--- config.mk ---
export PLATFORM = sky130hd
export DESIGN_NAME = flash_prog_loop
export DESIGN_NICKNAME = d
export VERILOG_FILES = /design/src/rtl/flashprog_pkg.sv /design/src/rtl/fpl_addr_ctr.sv /design/src/rtl/fpl_poll_ctr.sv /design/src/rtl/fpl_seq.sv /design/src/rtl/flash_prog_loop.sv
export SDC_FILE = /design/constraint.sdc
export NUM_CORES = 1
export LEC_CHECK = 0
export BUFFER_PORTS_ARGS = -buffer_cell sky130_fd_sc_hd__buf_2
export CORE_ASPECT_RATIO = 2
export CORE_UTILIZATION = 25
export CTS_CLUSTER_SIZE = 16
export DETAILED_ROUTE_END_ITERATION = 12
export RECOVER_POWER = 25
export SYNTH_ARGS = -nofsm -noshare
export SYNTH_HDL_FRONTEND = slang
export SYNTH_SLANG_ARGS = --single-unit
--- constraint.sdc ---
create_clock -name clk -period 4.6 [get_ports clk]
set_input_delay 0.92 -clock clk [delete_from_list [all_inputs] [get_ports clk]]
set_output_delay 0.92 -clock clk [all_outputs]
set_load 0.02 [all_outputs]
--- src/rtl/flashprog_pkg.sv ---
package flashprog_pkg;

  typedef enum logic [2:0] {
    ST_IDLE,
    ST_FETCH,
    ST_UNLK2,
    ST_SETUP,
    ST_DATA,
    ST_POLL,
    ST_WAIT,
    ST_CHECK
  } seq_state_t;

  localparam logic [7:0] UNLOCK_BYTE_1 = 8'hAA;
  localparam logic [7:0] UNLOCK_BYTE_2 = 8'h55;
  localparam logic [7:0] PROGRAM_BYTE  = 8'hA0;

endpackage

--- src/rtl/fpl_addr_ctr.sv ---
module fpl_addr_ctr #(
  parameter int ADDR_W = 22,
  parameter int LEN_W  = 16
) (
  input  logic              clk,
  input  logic              rst,
  input  logic              load,
  input  logic              step,
  input  logic [ADDR_W-1:0] base,
  input  logic [LEN_W-1:0]  count,
  output logic [ADDR_W-1:0] addr,
  output logic              last
);

  logic [LEN_W-1:0] remain;

  always_ff @(posedge clk) begin
    if (rst) begin
      addr   <= '0;
      remain <= '0;
    end else if (load) begin
      addr   <= base;
      remain <= count;
    end else if (step) begin
      addr   <= addr + ADDR_W'(1);
      remain <= remain - LEN_W'(1);
    end
  end

  assign last = (remain == LEN_W'(1));

endmodule

--- src/rtl/fpl_poll_ctr.sv ---
module fpl_poll_ctr #(
  parameter int MAX_POLLS = 1000
) (
  input  logic clk,
  input  logic rst,
  input  logic clr,
  input  logic inc,
  output logic expired
);

  localparam int CW = $clog2(MAX_POLLS + 1);

  logic [CW-1:0] cnt;

  always_ff @(posedge clk) begin
    if (rst || clr) begin
      cnt <= '0;
    end else if (inc && !expired) begin
      cnt <= cnt + CW'(1);
    end
  end

  assign expired = (cnt >= CW'(MAX_POLLS));

endmodule

--- src/rtl/fpl_seq.sv ---
module fpl_seq
  import flashprog_pkg::*;
#(
  parameter int ADDR_W     = 22,
  parameter int DATA_W     = 16,
  parameter int CMD_ADDR_A = 'h555,
  parameter int CMD_ADDR_B = 'h2AA
) (
  input  logic              clk,
  input  logic              rst,
  input  logic              start,
  input  logic              count_zero,
  input  logic              wd_valid,
  input  logic [DATA_W-1:0] wd_data,
  input  logic [ADDR_W-1:0] tgt_addr,
  input  logic              last,
  input  logic              expired,
  input  logic [DATA_W-1:0] bus_rdata,
  output logic              busy,
  output logic              done,
  output logic              error,
  output logic              wd_ready,
  output logic              bus_we,
  output logic              bus_re,
  output logic [ADDR_W-1:0] bus_addr,
  output logic [DATA_W-1:0] bus_wdata,
  output logic              ctr_load,
  output logic              ctr_step,
  output logic              poll_clr,
  output logic              poll_inc
);

  localparam logic [ADDR_W-1:0] ADR_A = ADDR_W'(CMD_ADDR_A);
  localparam logic [ADDR_W-1:0] ADR_B = ADDR_W'(CMD_ADDR_B);
  localparam logic [DATA_W-1:0] DAT_1 = DATA_W'(UNLOCK_BYTE_1);
  localparam logic [DATA_W-1:0] DAT_2 = DATA_W'(UNLOCK_BYTE_2);
  localparam logic [DATA_W-1:0] DAT_P = DATA_W'(PROGRAM_BYTE);

  seq_state_t        state;
  logic [DATA_W-1:0] word_q;
  logic              match;

  assign match    = (bus_rdata == word_q);
  assign ctr_load = (state == ST_IDLE) && start;
  assign ctr_step = (state == ST_CHECK) && match && !last;
  assign poll_clr = (state == ST_FETCH) && wd_valid;
  assign poll_inc = (state == ST_POLL) ||
                    ((state == ST_CHECK) && !match && !expired);

  always_ff @(posedge clk) begin
    if (rst) begin
      state     <= ST_IDLE;
      word_q    <= '0;
      busy      <= 1'b0;
      done      <= 1'b0;
      error     <= 1'b0;
      wd_ready  <= 1'b0;
      bus_we    <= 1'b0;
      bus_re    <= 1'b0;
      bus_addr  <= '0;
      bus_wdata <= '0;
    end else begin
      done   <= 1'b0;
      bus_we <= 1'b0;
      bus_re <= 1'b0;
      case (state)
        ST_IDLE: begin
          if (start) begin
            error <= 1'b0;
            if (count_zero) begin
              done <= 1'b1;
            end else begin
              busy     <= 1'b1;
              wd_ready <= 1'b1;
              state    <= ST_FETCH;
            end
          end
        end
        ST_FETCH: begin
          if (wd_valid) begin
            word_q    <= wd_data;
            wd_ready  <= 1'b0;
            bus_we    <= 1'b1;
            bus_addr  <= ADR_A;
            bus_wdata <= DAT_1;
            state     <= ST_UNLK2;
          end
        end
        ST_UNLK2: begin
          bus_we    <= 1'b1;
          bus_addr  <= ADR_B;
          bus_wdata <= DAT_2;
          state     <= ST_SETUP;
        end
        ST_SETUP: begin
          bus_we    <= 1'b1;
          bus_addr  <= ADR_A;
          bus_wdata <= DAT_P;
          state     <= ST_DATA;
        end
        ST_DATA: begin
          bus_we    <= 1'b1;
          bus_addr  <= tgt_addr;
          bus_wdata <= word_q;
          state     <= ST_POLL;
        end
        ST_POLL: begin
          bus_re   <= 1'b1;
          bus_addr <= tgt_addr;
          state    <= ST_WAIT;
        end
        ST_WAIT: begin
          state <= ST_CHECK;
        end
        ST_CHECK: begin
          if (match) begin
            if (last) begin
              done  <= 1'b1;
              busy  <= 1'b0;
              state <= ST_IDLE;
            end else begin
              wd_ready <= 1'b1;
              state    <= ST_FETCH;
            end
          end else if (expired) begin
            error <= 1'b1;
            busy  <= 1'b0;
            state <= ST_IDLE;
          end else begin
            bus_re   <= 1'b1;
            bus_addr <= tgt_addr;
            state    <= ST_WAIT;
          end
        end
        default: state <= ST_IDLE;
      endcase
    end
  end

endmodule

--- src/rtl/flash_prog_loop.sv ---
module flash_prog_loop #(
  parameter int ADDR_W     = 22,
  parameter int DATA_W     = 16,
  parameter int LEN_W      = 16,
  parameter int MAX_POLLS  = 1000,
  parameter int CMD_ADDR_A = 'h555,
  parameter int CMD_ADDR_B = 'h2AA
) (
  input  logic              clk,
  input  logic              rst,
  input  logic              start,
  input  logic [ADDR_W-1:0] base_addr,
  input  logic [LEN_W-1:0]  word_count,
  input  logic              wd_valid,
  input  logic [DATA_W-1:0] wd_data,
  output logic              wd_ready,
  output logic              busy,
  output logic              done,
  output logic              error,
  output logic              bus_we,
  output logic              bus_re,
  output logic [ADDR_W-1:0] bus_addr,
  output logic [DATA_W-1:0] bus_wdata,
  input  logic [DATA_W-1:0] bus_rdata
);

  logic [ADDR_W-1:0] tgt_addr;
  logic              last;
  logic              expired;
  logic              ctr_load;
  logic              ctr_step;
  logic              poll_clr;
  logic              poll_inc;
  logic              count_zero;

  assign count_zero = (word_count == '0);

  fpl_addr_ctr #(
    .ADDR_W (ADDR_W),
    .LEN_W  (LEN_W)
  ) u_addr (
    .clk   (clk),
    .rst   (rst),
    .load  (ctr_load),
    .step  (ctr_step),
    .base  (base_addr),
    .count (word_count),
    .addr  (tgt_addr),
    .last  (last)
  );

  fpl_poll_ctr #(
    .MAX_POLLS (MAX_POLLS)
  ) u_poll (
    .clk     (clk),
    .rst     (rst),
    .clr     (poll_clr),
    .inc     (poll_inc),
    .expired (expired)
  );

  fpl_seq #(
    .ADDR_W     (ADDR_W),
    .DATA_W     (DATA_W),
    .CMD_ADDR_A (CMD_ADDR_A),
    .CMD_ADDR_B (CMD_ADDR_B)
  ) u_seq (
    .clk        (clk),
    .rst        (rst),
    .start      (start),
    .count_zero (count_zero),
    .wd_valid   (wd_valid),
    .wd_data    (wd_data),
    .tgt_addr   (tgt_addr),
    .last       (last),
    .expired    (expired),
    .bus_rdata  (bus_rdata),
    .busy       (busy),
    .done       (done),
    .error      (error),
    .wd_ready   (wd_ready),
    .bus_we     (bus_we),
    .bus_re     (bus_re),
    .bus_addr   (bus_addr),
    .bus_wdata  (bus_wdata),
    .ctr_load   (ctr_load),
    .ctr_step   (ctr_step),
    .poll_clr   (poll_clr),
    .poll_inc   (poll_inc)
  );

endmodule

# After elaboration in Yosys (flattened, before gate mapping)
# Index checks and enable logic that the tools add are counted.
op_classes:
  addsub: 3
  order_cmp: 1
  eq_ne: 19
  muxes: 41
  reduce_logical: 28
op_table:
  columns: ["operator", "n"]
  rows:
  - ["2-to-1 mux 22 bit", 5]
  - ["case mux 22 bit (5 select lines)", 1]
  - ["case mux 16 bit (4 select lines)", 1]
  - ["2-to-1 mux 16 bit", 3]
  - ["case mux 3 bit (8 select lines)", 1]
  - ["adder 22 x 1 -> 22 bit (second input constant)", 1]
  - ["2-to-1 mux 1 bit", 19]
  - ["equality test 16 x 1 -> 1 bit (second input constant)", 1]
  - ["equality test 16 bit", 1]
  - ["zero test 16 bit", 1]
  - ["subtractor 16 x 1 -> 16 bit (second input constant)", 1]
  - ["2-to-1 mux 3 bit", 5]
  - ["equality test 3 bit (second input constant)", 4]
  - ["!= test 2 bit (second input constant)", 6]
  - ["adder 10 x 1 -> 10 bit (second input constant)", 1]
  - ["greater-or-equal comparator 10 bit (second input constant)", 1]
  - ["case mux 1 bit (2 select lines)", 5]
  - ["AND reduction 4 bit", 2]
  - ["logical AND 1 bit", 7]
  - ["equality test 3 x 2 -> 1 bit (second input constant)", 2]
  - ["AND reduction 6 bit", 1]
  - ["AND reduction 5 bit", 1]
  - ["nonzero test 5 bit", 1]
  - ["!= test 2 x 1 -> 1 bit (second input constant)", 2]
  - ["other kinds (14)", 19]
totals:
  reg_bits: 111
  output_inout_bits: 44

# Logic depth before layout (Yosys ltp)
# Gate-level depths: netlist of the first run.
depth:
  word_depth: 6
  ltp_mapped: 11

# Cells and area by module
# A second synthesis of the first run with hierarchy kept.
hier_totals:
  hier_cells: 694
  hier_area_um2: 5839.4
by_module_without_submodules:
  columns: ["mod", "n_inst", "cells_per_inst", "area_each_um2", "seq_area_each_um2"]
  rows:
  - ["fpl_seq", 1, 350, 3054.2, 1261.2]
  - ["fpl_addr_ctr", 1, 273, 2158.3, 760.7]
  - ["fpl_poll_ctr", 1, 66, 593.1, 200.2]
  - ["flash_prog_loop", 1, 5, 33.8, 0.0]

# Worst setup path after synthesis of the first run
# OpenSTA, ideal clock, no wires.
synth_path:
  kind: "input to register"
  startpoint: "input bus_rdata[11]"
  endpoint: "register u_addr.remain[13]"
  setup_ns: 0.133
  t_arrival_ns: 2.464
  required_time_ns: 4.467
  slack_ns: 2.003
  cell_stages: 9
  path_cell_list: "xor2_1 -> nor4_1 -> and4_1 -> buf_2 -> buf_2 -> buf_2 -> nand4_1 -> o211ai_1 -> a31oi_1"
synth_between:
  elab_chain_len: 4
synth_lines:
  columns: ["element", "line", "rtl"]
  rows:
  - ["from (decl)", "flash_prog_loop.sv:24", "input logic [DATA_W-1:0] bus_rdata"]
  - ["equality test 16 bit", "fpl_seq.sv:43", "assign match = (bus_rdata == word_q);"]
  - ["logical AND 1 bit (2 in a row)", "fpl_seq.sv:45", "assign ctr_step = (state == ST_CHECK) && match && !last;"]
  - ["nonzero test 2 bit (no line)", null, null]
  - ["to (signal assigned)", "fpl_addr_ctr.sv:23", "remain <= count;"]
  - ["to (signal assigned)", "fpl_addr_ctr.sv:26", "remain <= remain - LEN_W'(1);"]
  - ["to (decl)", "fpl_addr_ctr.sv:15", "logic [LEN_W-1:0] remain;"]
# No other way between the ends.
# A chain may end at the register's enable or synchronous reset.

# Final worst setup path of the first run
layout_path:
  startpoint: "input bus_rdata[11]"
  endpoint: "register u_seq.bus_addr[13]"
layout_between:
  elab_chain_len: 3
layout_lines:
  columns: ["element", "line", "rtl"]
  rows:
  - ["equality test 16 bit", "fpl_seq.sv:43", null]
  - ["!= test 2 bit (no line)", null, null]
  - ["AND reduction 4 bit (no line)", null, null]
  - ["to (signal assigned)", "fpl_seq.sv:103", "bus_addr <= tgt_addr;"]
  - ["to (signal assigned)", "fpl_seq.sv:109", "bus_addr <= tgt_addr;"]
  - ["to (signal assigned)", "fpl_seq.sv:131", "bus_addr <= tgt_addr;"]
  - ["to (decl)", "fpl_seq.sv:25", "output logic [ADDR_W-1:0] bus_addr,"]
# No other way between the ends.

==> results of run 1 <==
[cells in the final DEF, fill, tap and decap left out, types with 9 or more instances in the layout]
cell type,n
dfxtp_1,111
buf_2,79
nor2_1,77
nand2_1,67
a21oi_1,46
clkbuf_1,39
xor2_1,19
nand4_1,18
nand3_1,16
a211oi_1,16
nor4_1,13
a22oi_1,12
nor3_1,12
o21ai_0,11
a311oi_1,11
a22o_1,11
inv_1,11
o21ai_1,10
or3_1,10
a31oi_1,10
xnor2_1,10
and3_1,9
clkbuf_16,9
[path summary, 6_finish.rpt]
kind                          startpoint                              end  slack [ns]  depth (start not counted)
max reg2reg  u_seq.state[2]$_SDFFE_PP0P_  u_seq.bus_addr[13]$_SDFFE_PP0P_        1.58                          5
min          u_seq.wd_ready$_SDFFE_PP0P_      u_seq.wd_ready$_SDFFE_PP0P_        0.45                          2
min reg2reg  u_seq.wd_ready$_SDFFE_PP0P_      u_seq.wd_ready$_SDFFE_PP0P_        0.45                          2
max                        bus_rdata[11]  u_seq.bus_addr[13]$_SDFFE_PP0P_        1.39                          7
[registers in the layout, summed over array words and instances, names as in the netlist]
name             flops
u_addr.addr         22
u_seq.bus_addr      22
u_addr.remain       16
u_seq.bus_wdata     16
u_seq.word_q        16
u_poll.cnt          10
u_seq.state          3
u_seq.bus_re         1
u_seq.bus_we         1
u_seq.busy           1
u_seq.done           1
u_seq.error          1
u_seq.wd_ready       1
[layout make-up]
class                   instances  area, um2  share of cell area, %
clock inverters                 4      70.07                  1.100
inverters                      11      41.29                 0.6479
flip-flops and latches        111       2222                  34.87
multi-input cells             468       2861                  44.90
repair buffers                125      598.1                  9.385
well taps                     269      336.6                  5.282
clock buffers                  11      242.7                  3.809
[cells in the mapped netlist, types with 3 or more instances]
cell,count,area share [%]
a31oi_1,10,1.2
a311oi_1,11,1.8
nor2_1,77,5.4
a32oi_1,3,0.50
inv_1,11,0.78
a22oi_1,12,1.7
o21a_1,7,0.99
o21ai_0,11,1.0
nand4_1,18,2.1
xnor2_1,10,1.7
dfxtp_1,111,42
nand2b_1,4,0.47
xor2_1,19,3.1
nor2b_1,8,0.94
buf_6,3,0.64
and4_1,6,0.99
a21oi_1,46,4.3
buf_1,3,0.21
and3_1,9,1.1
or2_2,4,0.47
or3_1,10,1.2
a22o_1,11,1.8
nand2_1,67,4.7
a221oi_1,4,0.66
nand3_1,16,1.5
or4_1,3,0.42
buf_2,7,0.66
o2bb2ai_1,6,0.99
clkbuf_1,28,2.0
o311ai_1,5,0.83
nor4_1,13,1.5
a211oi_1,16,2.3
o211ai_1,4,0.57
ha_1,5,1.2
nor3_1,12,1.1
o21ai_1,10,0.94
[report_power, final]
part	switching, mW	leakage (nW)	internal, mW
combinational	0.354	1.30	0.206
sequential	0.109	0.907	1.06
clock	0.358	0.155	0.488
total	0.821	2.36	1.75
[critical path, cell delays in order]
cell and delay, ns:
buf_2 0.10, xor2_1 0.13, nor4_1 0.56, and4_1 0.70, a211oi_2 0.26, nor2_2 0.59, a22o_1 0.22
[routing by layer]
| metal | vias up | track usage, % | part of all wire (%) |
|---|---|---|---|
| met4 | 0 | 9.276 | 4.3 |
| met3 | 32 | 2.381 | 3.9 |
| met1 | 2346 | 15.93 | 38 |
| met2 | 142 | 29.71 | 54 |
| li1 | 2500 | - | - |
| met5 | - | 0 | 0 |
[per-stage QoR]
step                      hold slack [ns]  setup slack [ns]  util (%)
after floorplan                    0.4373             2.003         -
after global placement             0.4354             1.108     29.18
after detailed placement           0.4338             1.043     29.18
after CTS                          0.4510             1.408     30.68
after global routing               0.4737             1.255     30.45
final                              0.4546             1.394     30.45
[cells by family after synthesis]
| group | share of synthesized area, % |
|---|---|
| and+or+nand+nor | 25.41 |
| xor gates and xnor gates | 4.789 |
| DFF | 41.90 |
| buffers and inverters | 4.270 |
| AOI/OAI and AO/OA | 22.06 |
| muxes | 0.4010 |
| adders and majority gates | 1.180 |
==> qor.log, run 1 <==
qor: clock_tree.max-clock-path-buffers 2
qor: clock_tree.h_tree_depth 3
qor: layout.antenna_cells 0
qor: layout.num-nets-final 805
qor: clock_tree.clock_sinks 111
qor: synthesis.yosys_warnings 0
qor: timing.slew_violations 0
qor: layout.layout-drive-gt1-share 16.44%
qor: pwr.cellPowerDensity 404.2 nW/um2
qor: floorplanning.core.rowCount 75
qor: critical_path.worst-path-max-fanout 17
qor: synthesis.synthesis.area_per_instance 8.405 um2
qor: routing.detail_route.wl_per_cell 16.97 um
qor: layout.area_growth_syn_to_layout 20.15%
qor: global_routing.grt-ovfl-total 0
qor: clock_tree.cts-hold-fix-buffers 0
qor: timing.final.setup_skew 0.009487 ns
qor: timing.rsz0062_at_grt false
qor: critical_path.required 4.89 ns
qor: clock_tree.numCtsBuffers 9
qor: synthesis.synth_seq_area_share 41.90%
qor: clock_tree.cts_root_buffer clkbuf_16
qor: synthesis.proportion_of_register_bits_with_asynchronous_set_or_reset_after_synthesis 0%
qor: placed_design.routabilityCongestion 0.8595
qor: pwr.worst_ir_drop_vdd 205.9 uV
qor: critical_path.worstPathArrival 3.50 ns
qor: routing.drcViolationCount 0
qor: timing.timing_hold_violations_final 0
qor: floorplanning.fp.coreArea 20,930 um2
qor: timing.setup_total_negative_slack 0 ns
qor: synthesis.yosys_register_bits 111
qor: placed_design.placed_area 6107 um2
qor: timing.min_period 3.206 ns
qor: floorplanning.starting_utilization_of_the_core_area 25.35%
qor: synthesis.mappedNetlistNets 710
qor: global_routing.wire_length_of_the_first_global_routing_pass 26,570 um
qor: floorplanning.overall_die_area 21,840 um2
qor: pwr.power_leakage 2.359 nW
qor: routing.vias 5,020
qor: clock_tree.later_pin_clock_latency_in_the_skew_report 0.35 ns
qor: min_path.hold_path_class reg2reg
qor: clock_tree.tritoncts yes
qor: floorplanning.ios 118
qor: synthesis.synth_area 5304 um2
qor: routing.initialDrtViolationCount 345
qor: routing.vias_per_cell 5.025
qor: timing.final_setup_violation_count 0
qor: synthesis.yosysUniqueCellTypes 61
qor: layout.fillerInstances 2,273
qor: placed_design.number_of_buffer_cells_added_on_primary_ports 117
qor: floorplanning.chipHeight 208.0 um
qor: global_routing.first_global_vias 5,010
qor: timing.timing.slew.headroom 28.47%
qor: global_routing.grtUsageTotal 15.70%
qor: critical_path.worst-setup-path-type in2reg
qor: routing.ant_nets 0
qor: outcome.run_status completed
qor: timing.final.period_utilization 69.70%
qor: clock_tree.post_cts_setup_buffers 0
qor: layout.non_filler_cell_area_final 6372 um2
qor: placed_design.place.detailed.instances 984
qor: placed_design.place_hpwl 12,800 um
qor: synthesis.synth_enable_flop_cells 0
qor: timing.fmax 311.9 MHz
qor: global_routing.largest_net_degree_at_the_start_of_global_routing 56
qor: run.cap_violations 0
qor: clock_tree.path_clk_slew 0.07 ns
qor: timing.least_margin_pin_slew 1.070 ns
qor: synthesis.postSynth.topFlopCell dfxtp_1
qor: routing.totalWireLength 16,960 um
qor: floorplanning.dieWidth 105.0 um
qor: pwr.power.total 2.575 mW
qor: clock_tree.cts_resized 0
qor: layout.finalNonFillerCells 999
qor: global_routing.antenna_violations_before_repair 1
qor: routing.drtPass1Iterations 4
qor: critical_path.worstSetupStartpointType input port
qor: critical_path.setup.worst_path.end_class flop
qor: synthesis.netlist_instances 631
(Power assumes the default switching activity.)
==> run 2: changes to the inputs <==
clock period = 2.6 ns   (was 4.6 ns; I/O delays follow)
==> run 2 against run 1 <==
  * Via count increased by 2.0%
  * Final area increased by 3.3%
  * Hold slack got worse by 0.053 ns
  * Non-clock buffer count increased by 27
  * Routed wire length increased by 0.88%
==> qor.log, run 2 (synthesis gave the netlist of run 1 again) <==
qor: global_routing.grt-ovfl-total 0 [unchanged]
qor: routing.vias 5,120 [+2.0%]
qor: clock_tree.later_pin_clock_latency_in_the_skew_report 0.36 ns [about the same]
qor: global_routing.antenna_violations_before_repair 1 [unchanged]
qor: critical_path.worstPathArrival 2.63 ns [-0.87 ns]
qor: pwr.power_leakage 2.481 nW [+5.2%]
qor: layout.antenna_cells 0 [unchanged]
qor: global_routing.largest_net_degree_at_the_start_of_global_routing 69 [+23%]
qor: critical_path.worst-setup-path-type reg2reg
qor: clock_tree.cts_root_buffer clkbuf_16
qor: timing.final_setup_violation_count 0 [unchanged]
qor: floorplanning.ios 118 [unchanged]
qor: layout.num-nets-final 832 [+3.4%]
qor: critical_path.setup.worst_path.end_class flop
qor: floorplanning.fp.coreArea 20,930 um2 [unchanged]
qor: critical_path.critPathLaunch u_seq.word_q[11]$_SDFFE_PP0P_
qor: floorplanning.overall_die_area 21,840 um2 [unchanged]
qor: clock_tree.post_cts_setup_buffers 0 [unchanged]
qor: routing.drtPass1Iterations 4 [unchanged]
qor: placed_design.place_hpwl 13,080 um [+2.1%]
qor: clock_tree.clock_sinks 111 [unchanged]
qor: layout.fillerInstances 2,250 [-1.0%]
qor: layout.reg.largest.list u_addr.addr x22, u_seq.bus_addr x22
qor: timing.slew_violations 0 [unchanged]
qor: clock_tree.path_clk_slew 0.08 ns [about the same]
qor: placed_design.number_of_buffer_cells_added_on_primary_ports 117 [unchanged]
qor: floorplanning.dieWidth 105.0 um [unchanged]
qor: global_routing.wire_length_of_the_first_global_routing_pass 26,980 um [+1.5%]
qor: clock_tree.tritoncts yes
qor: timing.fmax 428.0 MHz
qor: clock_tree.max-clock-path-buffers 2 [unchanged]
qor: critical_path.worstSetupStartpointType flop
qor: routing.drcViolationCount 0 [unchanged]
qor: layout.multi_input_gate_area_in_the_final_layout 2861 um2 [unchanged]
qor: critical_path.worst-path-max-fanout 17 [unchanged]
qor: timing.final.setup_skew 0.01293 ns [+0.003446 ns]
qor: routing.totalWireLength 17,110 um [+0.88%]
qor: floorplanning.core.rowCount 75 [unchanged]
qor: min_path.holdPathStages 3 [+1]
qor: pwr.cellPowerDensity 680.1 nW/um2 [+68%]
qor: clock_tree.numCtsBuffers 9 [unchanged]
qor: timing.rsz0062_at_grt false
qor: routing.ant_nets 0 [unchanged]
qor: critical_path.rr_startpoint u_seq.word_q[11]$_SDFFE_PP0P_
qor: routing.detail_route.wl_per_cell 16.66 um [-1.9%]
qor: layout.commonest_cells_after_routing_fill_and_taps_aside dfxtp_1 (111), buf_2 (79), nor2_1 (77)
qor: critical_path.required 2.90 ns [-1.99 ns]
qor: layout.area_growth_syn_to_layout 24.11%
qor: outcome.run_status completed
qor: global_routing.first_global_vias 5,104 [+1.9%]
qor: floorplanning.chipHeight 208.0 um [unchanged]
qor: pwr.power.total 4.477 mW [+74%]
qor: run.cap_violations 0 [unchanged]
qor: timing.final.period_utilization 89.86%
qor: routing.vias_per_cell 4.985 [-0.79%]
qor: floorplanning.starting_utilization_of_the_core_area 25.35% [unchanged]
qor: min_path.hold_start wd_data[14]
qor: placed_design.routabilityCongestion 0.8418 [-2.1%]
qor: timing.min_period 2.336 ns
qor: critical_path.r2r_cells 7 [+2]
qor: global_routing.grtUsageTotal 15.94% [+0.24 points]
qor: layout.final_common_cell dfxtp_1
qor: min_path.hold_path_class in2reg
qor: timing.least_margin_pin_slew 0.7488 ns [-0.3213 ns]
qor: timing.timing_hold_violations_final 0 [unchanged]
qor: layout.layout.core_utilization 31.46% [+1.0 points]
qor: layout.seqCellArea 2222 um2 [unchanged]
qor: layout.layout-drive-gt1-share 19.66% [+3.2 points]
qor: timing.timing.slew.headroom 50.03% [+22 points]
qor: clock_tree.cts-hold-fix-buffers 0 [unchanged]
qor: clock_tree.h_tree_depth 3 [unchanged]
qor: pwr.worst_ir_drop_vdd 440.0 uV [+110%]
qor: clock_tree.cts_resized 0 [unchanged]
qor: routing.initialDrtViolationCount 219 [-37%]
## run 2: cell types whose count changed in the layout (fill, tap and decap cells not counted), sizes merged
cell / previous run / this run
buf: 87 / 114
bufinv: 2 / 0
clkbuf: 49 / 47
clkinv: 2 / 3
clkinvlp: 0 / 2
inv: 11 / 13
## run 2: worst max-delay path, cell delays in order (launching register included)
cell and delay (ns):
dfxtp_1 0.34, xor2_1 0.17, nor4_1 0.41, and4_1 0.32
buf_12 0.15, a211oi_2 0.08, nor2_2 0.58, a22o_1 0.22
## run 2: where the power goes
part / switching [mW] / internal [mW] / leakage (nW)
Clock: 0.690 / 0.664 / 0.134
Sequential: 0.174 / 1.87 / 0.907
Combinational: 0.656 / 0.418 / 1.44
## run 2: path summary, 6_finish.rpt
check                                          to  slack, ns
setup / recovery  u_seq.bus_addr[12]$_SDFFE_PP0P_       0.26
hold reg to reg   u_seq.bus_addr[10]$_SDFFE_PP0P_       0.47
hold / removal      u_seq.word_q[14]$_SDFFE_PP0P_       0.40
setup reg to reg  u_seq.bus_addr[12]$_SDFFE_PP0P_       0.26
## run 2: area by class of cell
| cell class | count | area share [%] |
|---|---|---|
| clock inverters | 7 | 0.8744 |
| clock buffers | 9 | 3.421 |
| well taps | 269 | 5.113 |
| inverters | 11 | 0.6273 |
| multi-input cells | 468 | 43.47 |
| flip-flops and latches | 111 | 33.76 |
| repair buffers | 152 | 12.74 |
## run 2: per-stage QoR
step                worst slack [ns]  TNS (ns)  std cells  hold slack (ns)  area [um2]
floorplan                     0.4033         0        631           0.4373        5304
global placement             0.06749         0       1011           0.4494        6347
detailed placement         -0.007889  -0.01704       1011           0.4453        6347
CTS                           0.2400         0       1027           0.3894        6630
global route                 0.05609         0       1027           0.3965        6583
finish                        0.2637         0       1027           0.4020        6583
## run 2: metal layers
metal  share of wire (%)  vias to the layer above  GRT usage, %
met5                   0                        -             0
met4                 3.8                        0         8.742
met2                  56                      143         31.01
li1                    -                     2547             -
met3                 3.9                       30         2.475
met1                  37                     2400         15.68
==> run 3: changes to the inputs <==
SETUP_SLACK_MARGIN = 0.5   (was not set)
TNS_END_PERCENT = 1   (was not set)
==> run 3 against run 2 <==
  * Sequential share of layout area down 1.4 points
  * Critical path depth up 1
  * Routed wire length up 0.95%
  * Critical path type unchanged
  * Hold slack worse by 0.0029 ns
  * Sequential cell count unchanged
  * Total power up 4.7%
  * Non-clock buffer count up 13
==> qor.log, run 3 (synthesis gave the netlist of run 1 again) <==
qor: outcome.run_status completed
qor: floorplanning.fp.coreArea 20,930 um2 [unchanged]
qor: pwr.power_switching 1.561 mW [+2.7%]
qor: pwr.power.internal 3.126 mW [+5.7%]
qor: routing.initialDrtViolationCount 267 [+22%]
qor: timing.holdWs 0.3991 ns [-0.002868 ns]
qor: pwr.power_leakage 2.606 nW [+5.1%]
qor: critical_path.worstPathArrival 2.41 ns [-0.22 ns]
qor: pwr.power.total 4.687 mW [+4.7%]
qor: clock_tree.cts-hold-fix-buffers 0 [unchanged]
qor: timing.timing_hold_violations_final 0 [unchanged]
qor: pwr.cellPowerDensity 679.6 nW/um2 [about the same]
qor: pwr.share_clk_of_total_power 31.4% [+1.2 points]
qor: placed_design.number_of_buffer_cells_added_on_primary_ports 117 [unchanged]
qor: global_routing.grt-ovfl-total 0 [unchanged]
qor: placed_design.place_hpwl 12,800 um [-2.1%]
qor: timing.min_period 2.139 ns [-0.1970 ns]
qor: timing.setup_ws_post_layout 0.4607 ns [+0.1970 ns]
qor: global_routing.largest_net_degree_at_the_start_of_global_routing 50 [-28%]
qor: clock_tree.numCtsBuffers 9 [unchanged]
qor: pwr.gate_power_share 24.8% [+0.8 points]
qor: global_routing.first_global_vias 5,119 [+0.29%]
qor: clock_tree.cts_root_buffer clkbuf_16
qor: global_routing.antenna_violations_before_repair 0 [-1]
qor: floorplanning.core.rowCount 75 [unchanged]
qor: critical_path.regToRegSetupSlack 0.46 ns [+0.20 ns]
qor: clock_tree.tritoncts yes
qor: floorplanning.dieWidth 105.0 um [unchanged]
qor: pwr.worst_ir_drop_vdd 419.2 uV [-4.7%]
qor: critical_path.worst-setup-path-type reg2reg
qor: floorplanning.ios 118 [unchanged]
qor: pwr.seq_power_share 43.8% [-2.0 points]
qor: run.cap_violations 0 [unchanged]
qor: routing.ant_nets 0 [unchanged]
qor: floorplanning.overall_die_area 21,840 um2 [unchanged]
qor: placed_design.placed_area 6344 um2 [about the same]
qor: routing.drtPass1Iterations 5 [+1]
qor: clock_tree.max-clock-path-buffers 2 [unchanged]
qor: routing.vias 5,232 [+2.2%]
qor: critical_path.worst-path-max-fanout 8 [-9]
qor: layout.commonest_cells_after_routing_fill_and_taps_aside dfxtp_1 (103), buf_2 (79), nor2_1 (76)
qor: timing.rsz0062_at_grt true
qor: placed_design.routabilityCongestion 0.8495 [+0.91%]
qor: layout.final_common_cell dfxtp_1
qor: routing.drcViolationCount 0 [unchanged]
qor: layout.reg.largest.list u_addr.addr x22, u_seq.bus_addr x22
qor: floorplanning.chipHeight 208.0 um [unchanged]
qor: layout.num-nets-final 845 [+1.6%]
qor: clock_tree.later_pin_clock_latency_in_the_skew_report 0.35 ns [about the same]
qor: routing.totalWireLength 17,270 um [+0.95%]
qor: critical_path.setup.worst_path.end_class flop
qor: routing.vias_per_cell 5.031 [+0.91%]
qor: critical_path.worst_path_max_delay_cell or4_4
qor: clock_tree.clock_sinks 111 [unchanged]
qor: timing.final_setup_violation_count 0 [unchanged]
qor: global_routing.grtUsageTotal 15.84% [-0.10 points]
qor: timing.final.period_utilization 82.28% [-7.6 points]
qor: critical_path.crit_buf_inv 2 [+1]
qor: clock_tree.path_clk_slew 0.08 ns [about the same]
qor: min_path.hold_path_class in2reg
qor: critical_path.cp_cell_sequence or4_4 -> nor4_4 -> nand3_4 -> buf_12 -> nand4_4 -> buf_4 -> o21ai_1 -> a311oi_1
qor: layout.antenna_cells 0 [unchanged]
qor: timing.final.setup_skew 0.01212 ns [-0.0008163 ns]
qor: placed_design.dp_slack -0.03872 ns [-0.03083 ns]
qor: timing.timing.slew.headroom 63.64% [+14 points]
qor: critical_path.required 2.87 ns [-0.03 ns]
qor: timing.least_margin_pin_slew 0.5449 ns [-0.2039 ns]
qor: critical_path.worstSetupStartpointType flop
qor: critical_path.longest_individual_stage_delay_on_the_worst_path 0.56 ns [-0.02 ns]
qor: pwr.switching_share 33.31% [-0.65 points]
qor: layout.non_filler_cell_area_final 6897 um2 [+4.8%]
qor: global_routing.wire_length_of_the_first_global_routing_pass 27,160 um [+0.66%]
qor: floorplanning.starting_utilization_of_the_core_area 25.35% [unchanged]
qor: clock_tree.h_tree_depth 3 [unchanged]
qor: timing.fmax 467.5 MHz [+9.2%]
qor: routing.detail_route.wl_per_cell 16.60 um [-0.31%]
qor: layout.layout-drive-gt1-share 24.64% [+5.0 points]
qor: timing.slew_violations 0 [unchanged]
qor: critical_path.cp_top_family simple AND/OR/NAND/NOR gates
qor: layout.area_growth_syn_to_layout 30.03%
[run 3: cell types whose count changed in the layout (fill, tap and decap cells not counted), sizes merged]
cell	change
inv	+3
bufbuf	+1
buf	+12
clkinvlp	-2
bufinv	+1
clkinv	-2
[run 3: per-stage QoR]
stage	util (%)	TNS (ns)	instances
6_report	32.96	0	1040
5_1_grt	32.96	0	1040
4_1_cts	33.01	0	1038
3_5_place_dp	30.31	-0.1425	1006
3_3_place_gp	30.31	-0.02434	1006
2_1_floorplan	-	0	631
[run 3: metal layers]
metal / GRT usage (%) / share of wire [%] / up-vias
met1: 16.31 / 38 / 2444
li1: - / - / 2589
met5: 0 / 0 / -
met2: 30.46 / 55 / 175
met4: 6.751 / 2.5 / 0
met3: 3.008 / 5.0 / 24
[run 3: cell type report]
class | count | area, um2
fillers | 2214 | 14030
multi-input cells | 468 | 2977
inverters | 11 | 41.29
repair buffers | 165 | 998.5
flip-flops and latches | 111 | 2232
well taps | 269 | 336.6
clock buffers | 9 | 225.2
clock inverters | 7 | 86.33
[run 3: timing repair]
action | CTS | global route
gates resized for setup | 27 | 7
setup buffers | 15 | 2
cloned | 1 | 0
endpoints found under the setup margin | 66 | 69
pin swaps | 9 | 6
[run 3: worst paths after layout]
kind	to	depth (start not counted)	startpoint
worst max-delay path	u_addr.addr[13]$_SDFFE_PP0P_	8	u_addr.remain[10]$_SDFFE_PP0P_
worst min-delay path	u_seq.word_q[14]$_SDFFE_PP0P_	3	wd_data[14]
worst max register to register	u_addr.addr[13]$_SDFFE_PP0P_	8	u_addr.remain[10]$_SDFFE_PP0P_
worst min register to register	u_seq.wd_ready$_SDFFE_PP0P_	2	u_seq.wd_ready$_SDFFE_PP0P_
[run 3: worst reg2reg max path, stage by stage (launching register included)]
cell and delay (ns):
dfxtp_1 0.34, or4_4 0.56, nor4_4 0.30, nand3_4 0.13, buf_12 0.16, nand4_4 0.14, buf_4 0.13, o21ai_1 0.05
a311oi_1 0.25
[run 3: power by group through the flow]
| stage | logic, mW | registers, mW | clock network [mW] |
|---|---|---|---|
| global route | 1.27 | 2.08 | 1.59 |
| finish | 1.16 | 2.05 | 1.47 |
| global placement | 1.11 | 2.08 | 0 |
| CTS | 1.17 | 2.05 | 1.52 |
| detailed placement | 1.11 | 2.08 | 0 |
| floorplan | 0.631 | 2.12 | 0 |
